==> src/rtl/cube_pkg.sv <==
package cube_pkg;

    // Architecture selector values for the ARCH parameter
    localparam int ARCH_ITER = 0;
    localparam int ARCH_PIPE = 1;

    // Controller states of the iterative arrangement
    typedef enum logic {
        ST_IDLE = 1'b0,
        ST_RUN  = 1'b1
    } iter_state_e;

endpackage

==> src/rtl/cube_iter.sv <==
module cube_iter
    import cube_pkg::*;
#(
    parameter int WIDTH = 32,
    parameter int POWER = 3
) (
    input  logic             clk,
    input  logic             rst,
    input  logic             start,
    input  logic [WIDTH-1:0] op,
    output logic             done,
    output logic [WIDTH-1:0] res
);

    localparam int             STEPS = POWER - 1;
    localparam int             SW    = (STEPS > 1) ? $clog2(STEPS + 1) : 1;
    localparam logic [SW-1:0]  LAST  = SW'(STEPS - 1);

    iter_state_e     state_q, state_d;
    logic [SW-1:0]   step_q;
    logic [WIDTH-1:0] base_q;
    logic [WIDTH-1:0] acc_q;
    logic            done_q;
    logic            take;
    logic            finish;

    assign take   = (state_q == ST_IDLE) && start;
    assign finish = (state_q == ST_RUN) && (step_q == LAST);

    // State register
    always_ff @(posedge clk) begin
        if (rst) begin
            state_q <= ST_IDLE;
        end else begin
            state_q <= state_d;
        end
    end

    // Transitions: accept, step, finish
    always_comb begin
        state_d = state_q;
        unique case (state_q)
            ST_IDLE: begin
                if (start) begin
                    state_d = ST_RUN;
                end
            end
            ST_RUN: begin
                if (step_q == LAST) begin
                    state_d = ST_IDLE;
                end
            end
            default: state_d = ST_IDLE;
        endcase
    end

    // Step counter
    always_ff @(posedge clk) begin
        if (rst) begin
            step_q <= '0;
        end else if (take) begin
            step_q <= '0;
        end else if (state_q == ST_RUN) begin
            step_q <= step_q + SW'(1);
        end
    end

    // Shared multiplier and operand hold
    always_ff @(posedge clk) begin
        if (take) begin
            base_q <= op;
            acc_q  <= op;
        end else if (state_q == ST_RUN) begin
            acc_q  <= acc_q * base_q;
        end
    end

    // Output process
    always_ff @(posedge clk) begin
        if (rst) begin
            done_q <= 1'b0;
        end else begin
            done_q <= finish;
        end
    end

    assign done = done_q;
    assign res  = acc_q;

endmodule

==> src/rtl/cube_pipe.sv <==
module cube_pipe #(
    parameter int WIDTH = 32,
    parameter int POWER = 3
) (
    input  logic             clk,
    input  logic             rst,
    input  logic             in_valid,
    input  logic [WIDTH-1:0] op,
    output logic             out_valid,
    output logic [WIDTH-1:0] res
);

    localparam int NST = POWER;

    logic [NST-1:0]   vld_q;
    logic [WIDTH-1:0] prod_q [NST];
    logic [WIDTH-1:0] base_q [NST-1];

    // Per-stage valid bits, cleared by reset
    always_ff @(posedge clk) begin
        if (rst) begin
            vld_q <= '0;
        end else begin
            vld_q <= {vld_q[NST-2:0], in_valid};
        end
    end

    // Operand and partial product carried stage by stage
    always_ff @(posedge clk) begin
        prod_q[0] <= op;
        base_q[0] <= op;
        for (int i = 1; i < NST; i++) begin
            prod_q[i] <= prod_q[i-1] * base_q[i-1];
        end
        for (int i = 1; i < NST - 1; i++) begin
            base_q[i] <= base_q[i-1];
        end
    end

    assign out_valid = vld_q[NST-1];
    assign res       = prod_q[NST-1];

endmodule

==> src/rtl/cube_unit.sv <==
module cube_unit
    import cube_pkg::*;
#(
    parameter int WIDTH = 32,
    parameter int POWER = 3,
    parameter int ARCH  = ARCH_ITER
) (
    input  logic             clk,
    input  logic             rst,
    input  logic             in_valid,
    input  logic [WIDTH-1:0] in_op,
    output logic             out_valid,
    output logic [WIDTH-1:0] out_res
);

    generate
        if (ARCH == ARCH_PIPE) begin : g_pipe
            cube_pipe #(
                .WIDTH (WIDTH),
                .POWER (POWER)
            ) u_pipe (
                .clk       (clk),
                .rst       (rst),
                .in_valid  (in_valid),
                .op        (in_op),
                .out_valid (out_valid),
                .res       (out_res)
            );
        end else begin : g_iter
            cube_iter #(
                .WIDTH (WIDTH),
                .POWER (POWER)
            ) u_iter (
                .clk   (clk),
                .rst   (rst),
                .start (in_valid),
                .op    (in_op),
                .done  (out_valid),
                .res   (out_res)
            );
        end
    endgenerate

endmodule

==> config.mk <==
export PLATFORM = sky130hd
export DESIGN_NAME = cube_unit
export DESIGN_NICKNAME = d
export VERILOG_FILES = /design/src/rtl/cube_pkg.sv /design/src/rtl/cube_iter.sv /design/src/rtl/cube_pipe.sv /design/src/rtl/cube_unit.sv
export SDC_FILE = /design/constraint.sdc
export NUM_CORES = 1
export LEC_CHECK = 0
export ABC_CLOCK_PERIOD_IN_PS = 13200
export BUFFER_PORTS_ARGS = -buffer_cell sky130_fd_sc_hd__clkbuf_2
export CORE_MARGIN = 2
export CORE_UTILIZATION = 65
export CTS_BUF_LIST = sky130_fd_sc_hd__clkbuf_8
export CTS_CLUSTER_SIZE = 28
export DETAILED_ROUTE_END_ITERATION = 8
export GPL_ROUTABILITY_DRIVEN = 0
export PLACE_DENSITY = 0.8
export SYNTH_ARGS = -nofsm -noshare
export SYNTH_HDL_FRONTEND = slang
export SYNTH_SLANG_ARGS = --single-unit
export TNS_END_PERCENT = 5
==> constraint.sdc <==
create_clock -name clk -period 13.2 [get_ports clk]
set_input_delay 1.32 -clock clk [delete_from_list [all_inputs] [get_ports clk]]
set_output_delay 1.32 -clock clk [all_outputs]
set_load 0.01 [all_outputs]
Word-level counts from Yosys, hierarchy flattened
Cells that the tools add are included.

storage, ports and cells
  output and inout port bits = 33
  register bits = 68

operators by class
  reductions and logical operators = 4
  add/subtract/negate cells = 1
  $mul = 1
  mux-type cells = 5
  equality and inequality tests = 1
  bitwise gates (word level) = 1

operator list
  kind                   number
  $mux W32               2
  $mul A32 B32 Y32       1
  $add A2 B1 Y2 const B  1
  $eq A2 B1 Y1 const B   1
  $logic_and A1 B1 Y1    2
  $mux W1                2
  $pmux W1 S2            1
  $reduce_bool A2 Y1     1
  $reduce_or A2 Y1       1
  $not A1 Y1             1

Depth between registers and ports, before layout
Gate-level depths: netlist of run 1.

  depth in word-level cells = 3
  depth in mapped cells = 26
  depth with buffers taken out = 24

Worst setup path after synthesis of run 1
OpenSTA, ideal clock, no wires.

  kind = register to register
  start = reg g_iter.u_iter.acc_q[12] (netlist: g_iter.u_iter.res[12])
  end = reg g_iter.u_iter.acc_q[30] (netlist: g_iter.u_iter.res[30]), data pin
  path buffers = 2
  stages on the path, launching flop included = 25
  library setup time = 266 ps
  clock period less this slack = 7,172 ps
  data required time = 12,934 ps
  setup slack = 6,028 ps
  data arrival time = 6,906 ps
  cell sequence = edfxtp_1 > clkbuf_1 > clkbuf_1 > and2_1 > fa_1 > fa_1 > fa_1 > inv_1 > fa_1 > inv_1 > fa_1 > inv_1 > fa_1 > inv_1 > fa_1 > fa_1 > ha_1 > a21o_1 > a21o_1 > a2111oi_0 > o31ai_1 > o41ai_2 > o21ai_0 > xnor2_1 > o21ai_1

on the way
  cells in the longest elaborated chain, start to end = 3

RTL lines
  element                 line             RTL
  from (decl)             cube_iter.sv:22  logic [WIDTH-1:0] acc_q;
  from (signal assigned)  cube_iter.sv:72  acc_q <= op;
  from (signal assigned)  cube_iter.sv:74  acc_q <= acc_q * base_q;
  $mul A32 B32 Y32        cube_iter.sv:74
  $mux W32                cube_iter.sv:73  end else if (state_q == ST_RUN) begin
  $mux W32                cube_iter.sv:70  if (take) begin

No other way between the ends. The select of a mux whose other input is x is not followed.
A chain may end at the register's enable or synchronous reset.

Final worst setup path of run 1
Ends and elaborated chain as after synthesis.

==> results.sh, run 1 <==
export IMPL_synth_commonest_cells="fa_1 (408), inv_1 (380), and2_1 (312)"
export IMPL_antenna_left=0
export IMPL_yosysMostFrequentCell="fa_1"
export IMPL_die_area_sq_mm=0.0292
export IMPL_insertion_delay_ps=370
export IMPL_hold_path_class="reg -> reg"
export IMPL_syn_nets=2456
export IMPL_placed_cells=2260
export IMPL_cts_clk_slew_worst_paths_ps=90
export IMPL_clock_root_buffer="clkbuf_8"
export IMPL_setup_worst_path_end_class="register"
export IMPL_synth_area_per_cell_sq_um=9.60
export IMPL_drtIter0Drc=1029
export IMPL_fin_worst_skew_ps=17.0
export IMPL_design_area_sq_mm=0.0189
export IMPL_r2r_start="g_iter.u_iter.res[12]$_DFFE_PP_"
export IMPL_dr_pass1_iters=5
export IMPL_clock_fmax_ghz=0.124
export IMPL_min_period_ps=8030
export IMPL_period_share=0.609
export IMPL_reg2reg_to="g_iter.u_iter.res[30]$_DFFE_PP_"
export IMPL_yosys_register_bits=68
export IMPL_n_antenna_cell=0
export IMPL_path_class="reg -> reg"
export IMPL_synth_edf_count=64
export IMPL_layout_drive_gt1_share=0.0553
export IMPL_boundaryPins=68
export IMPL_finalHoldViolCount=0
export IMPL_clock_path_buffers=2
export IMPL_ys_types=50
export IMPL_area_delta_synth_final_pct=4.17
export IMPL_routed_wirelength_mm=47.0
export IMPL_overflow=0
export IMPL_cts_resized=0
export IMPL_synth_top_cell_by_area="fa_1"
export IMPL_path_max_fanout=21
export IMPL_syn_area_sq_mm=0.0181
export IMPL_htree_num_levels=3
export IMPL_grt_pass1_vias=14379
export IMPL_die_x_um=171
export IMPL_synth_seq_area_share=0.110
export IMPL_vias_per_cell=5.77
export IMPL_worstHoldEndpoint="g_iter.u_iter.done$_SDFF_PP0_"
export IMPL_dp_hpwl_mm=36.3
export IMPL_grt_start_max_net_pins=69
export IMPL_netlist_top_cells_area="fa_1 (45%), and2_1 (11%), edfxtp_1 (11%), ha_1 (8.6%), inv_1 (7.9%)"
export IMPL_finalNetCount=2460
export IMPL_slew_headroom=0.203
export IMPL_min_path_cells=2
export IMPL_hold_buffers=0
export IMPL_maxSlewViolCount=0
export IMPL_core_sq_mm=0.0276
export IMPL_start_kind="register"
export IMPL_grt_usage=0.351
export IMPL_final_setup_viol_count=0
export IMPL_yosys_warnings=0
export IMPL_tightest_slew_ps=1200
export IMPL_finalNonFillerCells=2276
export IMPL_place_ws_ps=5290
export IMPL_grt_pass1_wl_mm=77.2
export IMPL_initial_utilization=0.656
export IMPL_n_fill_cell=2136
export IMPL_vias=13122
export IMPL_worstPathRequired_ps=13300
export IMPL_fin_ws_ps=5170
export IMPL_chipHeight_um=171
export IMPL_drcViolationCount=0
export IMPL_cap_violations=0
export IMPL_clock_sinks=68
export IMPL_place_area_sq_mm=0.0187
export IMPL_rows=61
export IMPL_cp_data_arrival_time_ps=8130
export IMPL_ys_flop_type="edfxtp_1"
export IMPL_detail_route_wl_per_cell_um=20.6
export IMPL_async_flop_share=0
export IMPL_rrSetupSlack_ps=5170
export IMPL_synth_cells=1889
export IMPL_tns_ps=0
export IMPL_synth_top_cell_area_share=0.450
export IMPL_grt_setup_unrepaired="false"
export IMPL_port_buffer_count=67
export IMPL_min_from="g_iter.u_iter.state_q$_SDFF_PP0_"
export IMPL_post_cts_setup_buffers=0
export IMPL_reg2regPathDepth=22
export IMPL_cts_buffers=9
export IMPL_cts_tree="yes"
export IMPL_antenna_found_initial=1
export IMPL_status="completed"
flip-flops by register name (all words and copies together), names as in the netlist:
name	cells
g_iter.u_iter.res	32
g_iter.u_iter.step_q	2
g_iter.u_iter.base_q	32
g_iter.u_iter.done	1
g_iter.u_iter.state_q	1
per-stage QoR:
stage	hold slack [ps]	utilization
6_report	521	0.684
5_1_grt	567	0.684
4_1_cts	525	0.684
3_5_place_dp	514	0.678
3_3_place_gp	507	0.678
2_1_floorplan	477	-
worst max-delay path, cell delays in order (launching register included):
cell	delay [ps]
edfxtp_1	1000
and2_1	280
fa_1	470
fa_1	500
fa_1	530
inv_1	50
fa_1	480
inv_1	60
fa_1	500
inv_1	60
fa_1	530
inv_1	50
fa_1	500
fa_1	390
ha_1	390
a21o_1	200
a21o_1	180
a2111oi_0	470
o31ai_1	220
o41ai_2	460
o21ai_0	200
xnor2_1	170
o21ai_1	70
per-layer routing:
metal | GRT usage | routed length [um] | vias up
met5 | 0 | 0 | -
met4 | 0.137 | 2060 | 0
met3 | 0.0756 | 4950 | 131
met2 | 0.552 | 21700 | 719
met1 | 0.481 | 18300 | 6675
li1 | - | - | 5597
layout by cell type, fill, tap and decap left out, drive strengths merged, types with 4 or more instances in the layout:
cell type | Yosys | layout
o21bai | 4 | 4
dfxtp | 4 | 4
o21ai | 23 | 23
buf | 6 | 18
nand2b | 4 | 4
and2 | 312 | 312
edfxtp | 64 | 64
xor2 | 21 | 21
a211oi | 7 | 7
a21o | 8 | 8
clkbuf | 86 | 76
nor3 | 12 | 12
o21a | 11 | 11
nand3 | 10 | 10
inv | 380 | 383
nor2 | 24 | 24
or3 | 4 | 4
ha | 124 | 124
fa | 408 | 408
nor3b | 4 | 4
a21oi | 31 | 31
nand2 | 257 | 257
xnor2 | 57 | 57
cells by family (layout without fill, tap and decap cells):
group / count (synthesis) / count (layout) / synth area share
buf+inv: 473 / 482 / 0.0984
simple gates: 634 / 634 / 0.179
flops: 68 / 68 / 0.110
xor+xnor: 79 / 79 / 0.0393
compound gates: 103 / 103 / 0.0365
fa+ha+maj: 532 / 532 / 0.536
worst max-delay path by stage:
stage               slack [ps]                              end  depth (start not counted)                               from
floorplan                 6030  g_iter.u_iter.res[30]$_DFFE_PP_                         24    g_iter.u_iter.res[12]$_DFFE_PP_
global placement          5490  g_iter.u_iter.res[30]$_DFFE_PP_                         22  g_iter.u_iter.base_q[2]$_DFFE_PP_
detailed placement        5290  g_iter.u_iter.res[30]$_DFFE_PP_                         22  g_iter.u_iter.base_q[5]$_DFFE_PP_
CTS                       5210  g_iter.u_iter.res[30]$_DFFE_PP_                         22  g_iter.u_iter.base_q[5]$_DFFE_PP_
global route              4920  g_iter.u_iter.res[30]$_DFFE_PP_                         22  g_iter.u_iter.base_q[5]$_DFFE_PP_
finish                    5170  g_iter.u_iter.res[30]$_DFFE_PP_                         22    g_iter.u_iter.res[12]$_DFFE_PP_
cell type report:
type | count | area, sq um | area share
clock buffer | 9 | 124 | 0.00656
clock inverter | 7 | 43.8 | 0.00232
inverter | 381 | 1430 | 0.0757
multi-input combinational | 1348 | 14300 | 0.759
sequential | 68 | 2000 | 0.106
tap | 378 | 473 | 0.0250
timing repair buffer | 85 | 470 | 0.0249
Power of run 1 is left out: the tool's default activity adds up to more than one toggle a clock period on the data nets, which glitch-free logic cannot reach.
==> run 2: changes to the inputs <==
--- a/config.mk
+++ b/config.mk
@@ -5,7 +5,7 @@
 export SDC_FILE = /design/constraint.sdc
 export NUM_CORES = 1
 export LEC_CHECK = 0
-export ABC_CLOCK_PERIOD_IN_PS = 13200
+export ABC_CLOCK_PERIOD_IN_PS = 7700
 export BUFFER_PORTS_ARGS = -buffer_cell sky130_fd_sc_hd__clkbuf_2
 export CORE_MARGIN = 2
 export CORE_UTILIZATION = 65
==> constraint.sdc (replaced) <==
create_clock -name clk -period 7.7 [get_ports clk]
set_input_delay 0.77 -clock clk [delete_from_list [all_inputs] [get_ports clk]]
set_output_delay 0.77 -clock clk [all_outputs]
set_load 0.01 [all_outputs]
==> run 2 against run 1 <==
  * Register-to-register slack lost 5100 ps
  * Flip-flop and latch count is the same
  * Sequential share of layout area shrank 0.24 points
  * Critical path depth shrank 1
  * Routed wire length grew 5.9%
  * Non-clock buffer count grew 52
  * First-iteration DRC count grew 45%
  * Die area is the same
  * Core utilization grew 1.6 points
  * Global-route usage grew 1.8 points
  * Worst hold slack gained 6.4 ps
  * Clock-buffer cell count is the same
  * Critical path type unchanged
  * Largest cell class unchanged
==> results.sh, run 2 (synthesis results as in run 1) <==
export IMPL_rows=61
export IMPL_path_class="reg -> reg"
export IMPL_start_kind="register"
export IMPL_dr_pass1_iters=6
export IMPL_clock_sinks=68
export IMPL_clock_root_buffer="clkbuf_8"
export IMPL_grt_usage=0.369
export IMPL_slew_headroom=0.406
export IMPL_boundaryPins=68
export IMPL_final_setup_viol_count=0
export IMPL_period_share=0.996
export IMPL_maxSlewViolCount=0
export IMPL_drtIter0Drc=1489
export IMPL_cts_tree="yes"
export IMPL_n_antenna_cell=0
export IMPL_setup_worst_path_end_class="register"
export IMPL_cp_data_arrival_time_ps=7790
export IMPL_worstPathRequired_ps=7820
export IMPL_cap_violations=0
export IMPL_antenna_left=0
export IMPL_port_buffer_count=67
export IMPL_cts_clk_slew_worst_paths_ps=80
export IMPL_htree_num_levels=3
export IMPL_routed_wirelength_mm=49.8
export IMPL_clock_path_buffers=2
export IMPL_vias=13408
export IMPL_status="completed"
export IMPL_initial_utilization=0.656
export IMPL_grt_pass1_vias=14404
export IMPL_grt_start_max_net_pins=69
export IMPL_min_period_ps=7670
export IMPL_tightest_slew_ps=892
export IMPL_grt_pass1_wl_mm=79.8
export IMPL_path_max_fanout=13
export IMPL_grt_setup_unrepaired="true"
export IMPL_fin_worst_skew_ps=15.1
export IMPL_detail_route_wl_per_cell_um=21.4
export IMPL_placed_cells=2306
export IMPL_cts_buffers=9
export IMPL_area_delta_synth_final_pct=6.58
export IMPL_core_sq_mm=0.0276
export IMPL_chipHeight_um=171
export IMPL_die_x_um=171
export IMPL_finalNetCount=2512
export IMPL_dp_hpwl_mm=41.5
export IMPL_finalNonFillerCells=2328
export IMPL_vias_per_cell=5.76
export IMPL_layout_drive_gt1_share=0.0836
export IMPL_finalHoldViolCount=0
export IMPL_layout_common_cells="fa_1 (408), inv_1 (380), and2_1 (312), nand2_1 (257), ha_1 (122)"
export IMPL_final_common_cell="fa_1"
export IMPL_clock_fmax_ghz=0.130
export IMPL_insertion_delay_ps=390
export IMPL_drcViolationCount=0
export IMPL_overflow=0
export IMPL_hold_buffers=0
export IMPL_hold_path_class="reg -> reg"
export IMPL_antenna_found_initial=0
export IMPL_die_area_sq_mm=0.0292
-- run 2: cell types whose count changed in the layout (fill, tap and decap cells not counted), sizes merged --
cell      change
buf          +52
clkinvlp      -2
bufinv        +1
clkinv        +1
-- run 2: final cells by class --
cell class,count,area [sq um]
well taps,378,473
clock buffers,9,124
flip-flops and latches,68,2000
repair buffers,137,861
fillers,2075,8300
inverters,381,1430
multi-input cells,1348,14400
clock inverters,7,73.8
-- run 2: through the flow --
stage / worst slack [ps] / util / setup TNS [ps] / hold WS [ps] / instance area, sq um
6_report: 33.7 / 0.699 / 0 / 528 / 19300
5_1_grt: -87.4 / 0.699 / -233 / 544 / 19300
4_1_cts: 95.6 / 0.697 / 0 / 530 / 19300
3_5_place_dp: 138 / 0.690 / 0 / 518 / 19100
3_3_place_gp: 320 / 0.690 / 0 / 502 / 19100
2_1_floorplan: 528 / - / 0 / 477 / 18100
-- run 2: layer usage --
metal	wire length, um	vias to the layer above	GRT usage	share of wire
met1	19500	6799	0.528	0.39
met5	0	-	0	0
met2	22100	790	0.554	0.44
met4	1780	0	0.121	0.036
met3	6470	125	0.0981	0.13
li1	-	5694	-	-
-- run 2: critical path, cell delays in order (launching register included) --
cell,delay (ps)
edfxtp_1,490
buf_4,240
and2_1,170
fa_1,490
inv_1,50
fa_1,490
fa_1,450
fa_1,560
inv_1,60
fa_1,490
fa_1,580
fa_1,440
fa_1,460
ha_1,390
a21o_1,210
a21o_1,180
a2111oi_1,510
o31ai_1,220
o41ai_2,380
buf_4,190
xor2_1,240
a21oi_1,100
-- run 2: timing repair --
item,CTS,global route
resized for setup,0,5
endpoints found under the setup margin,0,4
setup buffers,0,6
-- run 2: path summary, 6_finish.rpt --
path	start	end	slack, ps	depth (start not counted)
worst max-delay path	g_iter.u_iter.res[15]$_DFFE_PP_	g_iter.u_iter.res[28]$_DFFE_PP_	30	21
worst min register to register	g_iter.u_iter.state_q$_SDFF_PP0_	g_iter.u_iter.done$_SDFF_PP0_	530	2
worst max register to register	g_iter.u_iter.res[15]$_DFFE_PP_	g_iter.u_iter.res[28]$_DFFE_PP_	30	21
worst min-delay path	g_iter.u_iter.state_q$_SDFF_PP0_	g_iter.u_iter.done$_SDFF_PP0_	530	2
Power of run 2 is left out for the same reason.
==> run 3: changes to the inputs <==
--- a/config.mk
+++ b/config.mk
@@ -5,7 +5,8 @@
 export SDC_FILE = /design/constraint.sdc
 export NUM_CORES = 1
 export LEC_CHECK = 0
-export ABC_CLOCK_PERIOD_IN_PS = 7700
+export ABC_AREA = 1
+export ABC_CLOCK_PERIOD_IN_PS = 8950
 export BUFFER_PORTS_ARGS = -buffer_cell sky130_fd_sc_hd__clkbuf_2
 export CORE_MARGIN = 2
 export CORE_UTILIZATION = 65
==> constraint.sdc (replaced) <==
create_clock -name clk -period 8.95 [get_ports clk]
set_input_delay 0.895 -clock clk [delete_from_list [all_inputs] [get_ports clk]]
set_output_delay 0.895 -clock clk [all_outputs]
set_load 0.01 [all_outputs]
==> run 3 against run 2 <==
  * Global-route usage shrank 1.6 points
  * Via count grew 16%
  * Synthesized area grew 6.7%
  * Register-to-register slack gained 1400 ps
  * Final cell count grew 23%
  * Largest cell class unchanged
  * Highest routed layer unchanged
==> results.sh, run 3 <==
export IMPL_status="completed"
export IMPL_grt_setup_unrepaired="false"
export IMPL_routed_wirelength_mm=51.1
export IMPL_async_flop_share=0
export IMPL_initial_utilization=0.656
export IMPL_layout_drive_gt1_share=0.0526
export IMPL_clock_sinks=68
export IMPL_rrSetupSlack_ps=1450
export IMPL_min_period_ps=7500
export IMPL_finalNetCount=3036
export IMPL_finalNonFillerCells=2863
export IMPL_overflow=0
export IMPL_worstPathRequired_ps=9080
export IMPL_clock_path_buffers=2
export IMPL_place_area_sq_mm=0.0199
export IMPL_synth_area_per_cell_sq_um=7.80
export IMPL_insertion_delay_ps=370
export IMPL_placed_cells=2848
export IMPL_synth_seq_area_share=0.103
export IMPL_start_kind="register"
export IMPL_synth_edf_count=64
export IMPL_syn_area_sq_mm=0.0193
export IMPL_cap_violations=0
export IMPL_tns_ps=0
export IMPL_grt_start_max_net_pins=73
export IMPL_cts_tree="yes"
export IMPL_grt_pass1_vias=16660
export IMPL_reg2regPathDepth=25
export IMPL_cp_data_arrival_time_ps=7630
export IMPL_vias_per_cell=5.44
export IMPL_dp_hpwl_mm=40.8
export IMPL_cts_buffers=9
export IMPL_core_sq_mm=0.0295
export IMPL_critPathLaunch="g_iter.u_iter.base_q[6]$_DFFE_PP_"
export IMPL_clock_root_buffer="clkbuf_8"
export IMPL_cts_resized=0
export IMPL_yosys_register_bits=68
export IMPL_synth_cells=2479
export IMPL_yosysMostFrequentCell="inv_1"
export IMPL_drtIter0Drc=1250
export IMPL_final_common_cell="inv_1"
export IMPL_final_setup_viol_count=0
export IMPL_htree_num_levels=3
export IMPL_boundaryPins=68
export IMPL_synth_commonest_cells="inv_1 (772), nand2_1 (753), fa_1 (408)"
export IMPL_path_class="reg -> reg"
export IMPL_finalHoldViolCount=0
export IMPL_synth_top_cell_area_share=0.422
export IMPL_yosys_warnings=0
export IMPL_post_cts_setup_buffers=0
export IMPL_maxSlewViolCount=0
export IMPL_hold_buffers=0
export IMPL_chipHeight_um=177
export IMPL_period_share=0.838
export IMPL_n_antenna_cell=0
export IMPL_vias=15561
export IMPL_syn_nets=3046
export IMPL_synth_top_cell_by_area="fa_1"
export IMPL_drcViolationCount=0
export IMPL_dr_pass1_iters=5
export IMPL_die_x_um=177
export IMPL_design_area_sq_mm=0.0201
export IMPL_hold_path_class="reg -> reg"
export IMPL_regArea_sq_mm=0.00200
export IMPL_crit_end="g_iter.u_iter.res[26]$_DFFE_PP_"
export IMPL_grt_usage=0.353
export IMPL_die_area_sq_mm=0.0312
export IMPL_path_max_fanout=27
export IMPL_cts_clk_slew_worst_paths_ps=90
export IMPL_netlist_top_cells_area="fa_1 (42%), inv_1 (15%), nand2_1 (15%), edfxtp_1 (9.9%), ha_1 (8.0%)"
export IMPL_rows=63
export IMPL_multi_input_area_sq_mm=0.0140
export IMPL_antenna_found_initial=0
export IMPL_detail_route_wl_per_cell_um=17.8
export IMPL_tightest_slew_ps=1300
export IMPL_ys_types=47
export IMPL_area_delta_synth_final_pct=3.82
export IMPL_setup_worst_path_end_class="register"
export IMPL_grt_pass1_wl_mm=84.1
export IMPL_fin_worst_skew_ps=17.9
export IMPL_antenna_left=0
export IMPL_layout_common_cells="inv_1 (773), nand2_1 (753), fa_1 (408), ha_1 (124), clkbuf_2 (67)"
export IMPL_ys_flop_type="edfxtp_1"
export IMPL_clock_fmax_ghz=0.133
export IMPL_r2r_start="g_iter.u_iter.base_q[6]$_DFFE_PP_"
export IMPL_n_fill_cell=2373
export IMPL_slew_headroom=0.135
export IMPL_port_buffer_count=67
export IMPL_reg2reg_to="g_iter.u_iter.res[26]$_DFFE_PP_"
## run 3: worst min path at each step
stage / start / to / slack, ps / depth (start not counted)
6_report: g_iter.u_iter.step_q[0]$_SDFFE_PP0P_ / g_iter.u_iter.step_q[0]$_SDFFE_PP0P_ / 550 / 2
5_1_grt: g_iter.u_iter.step_q[0]$_SDFFE_PP0P_ / g_iter.u_iter.step_q[0]$_SDFFE_PP0P_ / 590 / 2
2_1_floorplan: g_iter.u_iter.state_q$_SDFF_PP0_ / g_iter.u_iter.done$_SDFF_PP0_ / 490 / 2
3_5_place_dp: g_iter.u_iter.step_q[0]$_SDFFE_PP0P_ / g_iter.u_iter.step_q[0]$_SDFFE_PP0P_ / 540 / 2
4_1_cts: g_iter.u_iter.step_q[0]$_SDFFE_PP0P_ / g_iter.u_iter.step_q[0]$_SDFFE_PP0P_ / 550 / 2
3_3_place_gp: g_iter.u_iter.step_q[0]$_SDFFE_PP0P_ / g_iter.u_iter.step_q[0]$_SDFFE_PP0P_ / 520 / 2
## run 3: kinds of logic (layout without fill, tap and decap cells)
| group | count (synthesis) | count (layout) | share of synthesized area |
|---|---|---|---|
| and+or+nand+nor | 890 | 890 | 0.184 |
| adders and majority gates | 532 | 532 | 0.502 |
| buffers and inverters | 887 | 881 | 0.175 |
| muxes | 1 | 1 | 0.000517 |
| xor gates and xnor gates | 17 | 17 | 0.00770 |
| AOI/OAI and AO/OA | 84 | 84 | 0.0276 |
| DFF | 68 | 68 | 0.103 |
## run 3: through the flow
| stage | setup slack [ps] | utilization | hold WS [ps] |
|---|---|---|---|
| floorplan | 2280 | - | 487 |
| CTS | 1540 | 0.681 | 551 |
| global route | 1040 | 0.681 | 591 |
| global placement | 1740 | 0.674 | 524 |
| finish | 1450 | 0.681 | 548 |
| detailed placement | 1600 | 0.674 | 542 |
## run 3: per-layer routing
layer / up-vias / track usage / routed length [um]
met5: - / 0 / 0
met4: 0 / 0.159 / 2390
met3: 169 / 0.0775 / 5680
met2: 898 / 0.573 / 24200
met1: 7554 / 0.459 / 18800
li1: 6940 / - / -
## run 3: final cells by class
type                       count  area share
clock buffer                   9     0.00617
clock inverter                 6     0.00405
inverter                     776       0.145
multi-input combinational   1524       0.696
sequential                    68      0.0997
tap                          390      0.0243
timing repair buffer          90      0.0253
## run 3: critical path: stages (launching register included)
cell      delay [ps]
edfxtp_1        1180
nand2_1          140
inv_1            120
fa_1             460
fa_1             510
fa_1             520
inv_1             50
fa_1             480
inv_1             60
fa_1             510
inv_1             60
fa_1             520
inv_1             50
fa_1             500
fa_1             450
ha_1             380
nand2_1          120
nor2_1           220
inv_1            100
nor3_1           220
nand3_1          110
nand3_1          130
a31o_1           160
nand2_1           50
nand3_1           80
nand2_1           70
Power of run 3 is left out for the same reason.
